## src/rtl/ps2rf_pkg.sv

```systemverilog
package ps2rf_pkg;

  typedef enum logic [2:0] {
    IX_CTRL = 3'd0,
    IX_STAT = 3'd1,
    IX_DATA = 3'd2,
    IX_CDIV = 3'd3,
    IX_IIR  = 3'd4
  } reg_ix_e;

  localparam int ST_TXEMPTY = 6;
  localparam int ST_TXBUSY  = 5;
  localparam int ST_RXFULL  = 4;
  localparam int ST_RXBUSY  = 3;
  localparam int ST_PARITY  = 2;
  localparam int ST_LCLK    = 1;
  localparam int ST_LDAT    = 0;

  localparam int CB_FORCE   = 3;
  localparam int CB_RXEN    = 4;

  function automatic logic byte_parity(input logic [7:0] b);
    logic p;
    p = 1'b0;
    for (int i = 0; i < 8; i++) p = p ^ b[i];
    return p;
  endfunction

  function automatic logic [7:0] ident_byte(input logic [2:0] i);
    case (i)
      3'd0:    return 8'h50;
      3'd1:    return 8'h10;
      3'd2:    return 8'h04;
      3'd3:    return 8'h00;
      3'd4:    return 8'h0D;
      3'd5:    return 8'hF0;
      3'd6:    return 8'h05;
      default: return 8'hB1;
    endcase
  endfunction

  function automatic logic irq_level(input logic pend, input logic rx_en,
                                     input logic force_on);
    return (pend & rx_en) | force_on;
  endfunction

endpackage

```

## src/rtl/ps2rf_decode.sv

```systemverilog
module ps2rf_decode #(
  parameter int ADDR_W = 12
) (
  input  logic [ADDR_W-1:0] addr,
  output logic              sel_ctrl,
  output logic              sel_stat,
  output logic              sel_data,
  output logic              sel_cdiv,
  output logic              sel_iir,
  output logic              sel_id,
  output logic [2:0]        id_ix
);
  import ps2rf_pkg::*;
  localparam int WORD_W = ADDR_W - 2;

  logic [WORD_W-1:0] word;
  assign word = addr[ADDR_W-1:2];

  assign sel_ctrl = (word == WORD_W'(IX_CTRL));
  assign sel_stat = (word == WORD_W'(IX_STAT));
  assign sel_data = (word == WORD_W'(IX_DATA));
  assign sel_cdiv = (word == WORD_W'(IX_CDIV));
  assign sel_iir  = (word == WORD_W'(IX_IIR));
  assign sel_id   = &addr[ADDR_W-1:5];
  assign id_ix    = addr[4:2];
endmodule

```

## src/rtl/ps2rf_rx.sv

```systemverilog
module ps2rf_rx (
  input  logic       clk,
  input  logic       rst,
  input  logic       pop_req,
  input  logic       rx_valid,
  input  logic [7:0] rx_byte,
  output logic       rx_ready,
  output logic       pop_evt,
  output logic [7:0] last_q,
  output logic [7:0] rd_byte
);
  assign pop_evt  = pop_req & rx_valid;
  assign rx_ready = pop_evt;
  assign rd_byte  = rx_valid ? rx_byte : last_q;

  always_ff @(posedge clk) begin
    if (rst)          last_q <= 8'h00;
    else if (pop_evt) last_q <= rx_byte;
  end
endmodule

```

## src/rtl/ps2rf_tx.sv

```systemverilog
module ps2rf_tx (
  input  logic       clk,
  input  logic       rst,
  input  logic       wr_req,
  input  logic [7:0] wbyte,
  input  logic       tx_ready,
  output logic       tx_valid,
  output logic [7:0] tx_byte,
  output logic       load_evt,
  output logic       drop_evt,
  output logic       accept_evt
);
  assign load_evt   = wr_req & ~tx_valid;
  assign drop_evt   = wr_req & tx_valid;
  assign accept_evt = tx_valid & tx_ready;

  always_ff @(posedge clk) begin
    if (rst) begin
      tx_valid <= 1'b0;
      tx_byte  <= 8'h00;
    end else if (load_evt) begin
      tx_valid <= 1'b1;
      tx_byte  <= wbyte;
    end else if (accept_evt) begin
      tx_valid <= 1'b0;
    end
  end
endmodule

```

## src/rtl/ps2rf_top.sv

```systemverilog
module ps2rf_top #(
  parameter int ADDR_W = 12,
  parameter int DATA_W = 32,
  parameter int CTRL_W = 8,
  parameter int DIV_W  = 8
) (
  input  logic              clk,
  input  logic              rst,
  input  logic [ADDR_W-1:0] bus_addr,
  input  logic              bus_rd,
  input  logic              bus_wr,
  input  logic [DATA_W-1:0] bus_wdata,
  output logic [DATA_W-1:0] bus_rdata,
  input  logic              rx_valid,
  input  logic [7:0]        rx_byte,
  output logic              rx_ready,
  output logic              tx_valid,
  output logic [7:0]        tx_byte,
  input  logic              tx_ready,
  input  logic              line_clk,
  input  logic              line_dat,
  output logic              irq
);
  import ps2rf_pkg::*;

  logic sel_ctrl, sel_stat, sel_data, sel_cdiv, sel_iir, sel_id;
  logic [2:0] id_ix;
  logic [CTRL_W-1:0] ctrl_q;
  logic [DIV_W-1:0]  cdiv_q;
  logic [7:0] last_q, rd_byte;
  logic pop_evt, load_evt, drop_evt, accept_evt;
  logic stat_rd;
  logic [7:0] stat_w;

  ps2rf_decode #(.ADDR_W(ADDR_W)) u_dec (
    .addr(bus_addr), .sel_ctrl(sel_ctrl), .sel_stat(sel_stat),
    .sel_data(sel_data), .sel_cdiv(sel_cdiv), .sel_iir(sel_iir),
    .sel_id(sel_id), .id_ix(id_ix)
  );

  ps2rf_rx u_rx (
    .clk(clk), .rst(rst), .pop_req(bus_rd & sel_data),
    .rx_valid(rx_valid), .rx_byte(rx_byte), .rx_ready(rx_ready),
    .pop_evt(pop_evt), .last_q(last_q), .rd_byte(rd_byte)
  );

  ps2rf_tx u_tx (
    .clk(clk), .rst(rst), .wr_req(bus_wr & sel_data),
    .wbyte(bus_wdata[7:0]), .tx_ready(tx_ready),
    .tx_valid(tx_valid), .tx_byte(tx_byte),
    .load_evt(load_evt), .drop_evt(drop_evt), .accept_evt(accept_evt)
  );

  always_ff @(posedge clk) begin
    if (rst) begin
      ctrl_q <= '0;
      cdiv_q <= '0;
    end else if (bus_wr) begin
      if (sel_ctrl) ctrl_q <= bus_wdata[CTRL_W-1:0];
      if (sel_cdiv) cdiv_q <= bus_wdata[DIV_W-1:0];
    end
  end

  always_comb begin
    stat_w             = 8'h00;
    stat_w[ST_TXEMPTY] = ~tx_valid;
    stat_w[ST_TXBUSY]  = tx_valid;
    stat_w[ST_RXFULL]  = rx_valid;
    stat_w[ST_RXBUSY]  = 1'b0;
    stat_w[ST_PARITY]  = byte_parity(last_q);
    stat_w[ST_LCLK]    = line_clk;
    stat_w[ST_LDAT]    = line_dat;
  end

  assign stat_rd = bus_rd & sel_stat;

  always_comb begin
    bus_rdata = '0;
    if (sel_id)        bus_rdata = DATA_W'(ident_byte(id_ix));
    else if (sel_ctrl) bus_rdata = DATA_W'(ctrl_q);
    else if (sel_stat) bus_rdata = DATA_W'(stat_w);
    else if (sel_data) bus_rdata = DATA_W'(rd_byte);
    else if (sel_cdiv) bus_rdata = DATA_W'(cdiv_q);
    else if (sel_iir)  bus_rdata = DATA_W'({1'b1, rx_valid});
  end

  assign irq = irq_level(rx_valid, ctrl_q[CB_RXEN], ctrl_q[CB_FORCE]);

endmodule

```

## config.mk

```make
export PLATFORM = sky130hd
export DESIGN_NAME = ps2rf_top
export DESIGN_NICKNAME = d
export VERILOG_FILES = /design/src/rtl/ps2rf_pkg.sv /design/src/rtl/ps2rf_decode.sv /design/src/rtl/ps2rf_rx.sv /design/src/rtl/ps2rf_tx.sv /design/src/rtl/ps2rf_top.sv
export SDC_FILE = /design/constraint.sdc
export NUM_CORES = 1
export LEC_CHECK = 0
export BUFFER_PORTS_ARGS = -buffer_cell sky130_fd_sc_hd__buf_4
export CAP_MARGIN = 5
export CORE_MARGIN = 1.5
export CORE_UTILIZATION = 30
export DETAILED_ROUTE_END_ITERATION = 16
export SLEW_MARGIN = 20
export SYNTH_ARGS = -nofsm -noshare
export SYNTH_HDL_FRONTEND = slang
export SYNTH_SLANG_ARGS = --single-unit
```

## constraint.sdc

```tcl
create_clock -name clk -period 1.47 [get_ports clk]
set_clock_uncertainty 0.05 [all_clocks]
set_input_delay 0 -clock clk [delete_from_list [all_inputs] [get_ports clk]]
set_output_delay 0 -clock clk [all_outputs]
set_load 0.03 [all_outputs]
```

==> out/qor.csv <==
metric,value,unit
Initial Util,31.0,%
largest net degree at the start of global routing,34,
Die Wd,84.0,um
status,"finished, violations left",
reg2reg end,u_tx.tx_byte[3]$_SDFFE_PP0P_,
DR WL/cell,14.1,um
fraction of the mapped netlist area in adder cells,0,%
Setup crit start,u_rx.last_q[5]$_SDFFE_PP0P_,
failing checks,negative setup slack,
RSZ-0062 raised after global routing,true,
CTS tree,built,
#FFs+latches synth,33,
HPWL Detailed,3800,um
H-tree Lvls,2,
post-synthesis simple-gate area fraction,19.4,%
ANT nets after route,0,
Antenna diodes,0,
final-report setup violation count,6,
layout cells sized above 1,37.2,%
"Max FO, Critical Path",2,
post-synthesis compound-gate area fraction,12.3,%
CTS buffer count,5,
Mapped Avg Cell Area,8.56,um^2
vias per cell,4.71,
clock buffer depth,2,
R2R setup slack,0.19,ns
fraction of registers with async set/reset,0,%
first-pass GRT wire length,8780,um
"Slew Viols, Final",0,
WP data arrival,1.62,ns
Placement Setup Slack,-0.230,ns
"Seq/Total Area, Yosys",33.5,%
vias post-DR,1857,
Sink Count,33,
"CTS clk-pin slew, worst paths",0.07,ns
max frequency,599,MHz
FF-to-FF Start,u_tx.tx_valid$_SDFFE_PP0P_,
period utilisation layout,114,%
Post-synth top flop,dfxtp_1,
residual DRC count,0,
number of global-route vias before repair,1775,
PwrDens,715,nW/um^2
static leakage,1.40,nW
DRT Pass-1 Iters,4,
Synth Area in XOR/XNOR,3.56,%
yosys warns,0,
post-synth cell types,43,
cell area after synthesis,1970,um^2
Setup WS post-layout,-0.200,ns
global route overflow,0,
Max Cap Viol,0,
Final Total Pwr,0.00213,W
initial antenna violation count,0,
Root Buffer,clkbuf_8,
GR Util All Layers,15.8,%
Critical Path RT,1.42,ns
die area,7060,um^2
CP Capture Type,output port,
# rows,29,
Tmin final,1.67,ns
R2R depth,5,
Placeable Area,6350,um^2
"EDFF count, synth",0,
worst vdd ir,0.000474,V
Min Hold Slack,0.0432,ns
gpl congestion,0.861,
Syn-to-layout area delta,51.3,%
I/O Pins,103,
worst min path class,input pin to register,
number of I/O port buffers,52,
Mapped Cells,230,
mux cell area share after synthesis,17.5,%
largest family of logic cells by synthesized area,simple AND/OR/NAND/NOR gates,
CP Class,register to output port,
final hold viol count,0,
crit path launch type,register,
setup TNS,-0.712,ns
fin nets,376,
CP Capture Point,bus_rdata[5],
clk_lat worst skew,0.28,ns
Worst Tran Pin Value,0.522,ns
die height,84.0,um
max-slew headroom at the worst pin,65.1,%
Post-Route WL,5540,um
DR iter-0 viols,152,
[power by group]
group / internal, W / switching (W)
clock: 0.000551 / 0.000338
combinational: 0.000137 / 0.000211
sequential: 0.000892 / 0.000000217
[final cells by class]
cell class              instances  area [um^2]
well taps                      77         96.3
repair buffers                 93          821
flip-flops and latches         33          667
clock buffers                   6         82.6
clock inverters                 2         37.5
multi-input cells             178         1260
inverters                       5         18.8
fillers                       592         3370
[layer usage]
| layer | global-route usage, % | wire [um] | up-vias | share of wire (%) |
|---|---|---|---|---|
| li1 | - | - | 920 | - |
| met1 | 19.9 | 2380 | 855 | 43 |
| met2 | 26.4 | 2730 | 72 | 49 |
| met3 | 3.26 | 298 | 10 | 5.4 |
| met4 | 6.11 | 125 | 0 | 2.3 |
| met5 | 0 | 0 | - | 0 |
[synth_stat cells, types with 3 or more instances]
library cell	n	area [um^2]
nand3_1	10	50.1
inv_1	4	15.0
o21ai_0	9	45.0
a21oi_1	11	55.1
a22oi_1	3	22.5
mux2i_1	30	300
nand2_1	20	75.1
buf_4	24	180
buf_2	5	25.0
nor2b_1	3	18.8
dfxtp_1	33	661
clkbuf_1	5	18.8
nor2_1	29	109
nand4_1	3	18.8
xnor2_1	7	61.3
[logic make-up (layout without fill, tap and decap cells)]
group                     Yosys count  after routing
AOI/OAI and AO/OA                  38             38
xor gates and xnor gates            8              8
buffers and inverters              42            106
DFF                                33             33
muxes                              33             33
other                               1             24
and+or+nand+nor                    75             75
[worst min path at each step]
stage               slack [ns]         start                            to  cells past startpoint
finish                    0.04           rst        cdiv_q[2]$_SDFFE_PP0P_                      2
global route              0.06           rst  u_tx.tx_byte[0]$_SDFFE_PP0P_                      2
CTS                       0.05           rst        cdiv_q[2]$_SDFFE_PP0P_                      2
detailed placement        0.20    rx_byte[3]   u_rx.last_q[3]$_SDFFE_PP0P_                      3
global placement          0.19    rx_byte[5]   u_rx.last_q[5]$_SDFFE_PP0P_                      3
floorplan                 0.09  bus_wdata[0]        cdiv_q[0]$_SDFFE_PP0P_                      2
[cells in the final DEF (no fill, tap or decap), types with 3 or more instances in the layout]
cell and count:
a21oi_1 11, buf_4 59, buf_6 14, clkbuf_8 6
conb_1 24, dfxtp_1 30, dlygate4sd3_1 18, inv_1 3
mux2i_1 29, nand2_1 17, nand3_1 9, nand4_1 3
nor2_1 29, nor2b_1 3, o21ai_0 3, o21ai_2 4
xnor2_1 6
[what timing repair did]
action,CTS,global route
endpoints found under the setup margin,9,13
gates resized for setup,18,26
buffers inserted,4,5
pin swaps,10,11
hold endpoints to repair,33,0
hold buffers,18,0
[metrics by stage]
stage	util [%]	area [um^2]	instances
after global routing	46.9	2980	394
after global placement	38.3	2430	359
after floorplan	-	2080	253
final	46.9	2980	394
after CTS	44.6	2830	389
after detailed placement	38.3	2430	359
[state kept, by name (all words and copies together), names as in the netlist]
register and flops:
cdiv_q 8, ctrl_q 8, u_rx.last_q 8, u_tx.tx_byte 8, u_tx.tx_valid 1
[critical path, stage by stage (launching register included)]
cell     delay [ns]
dfxtp_2        0.32
mux2_2         0.26
mux4_2         0.46
nand2_2        0.08
o21ai_2        0.07
buf_6          0.14
(Power assumes the default switching activity.)
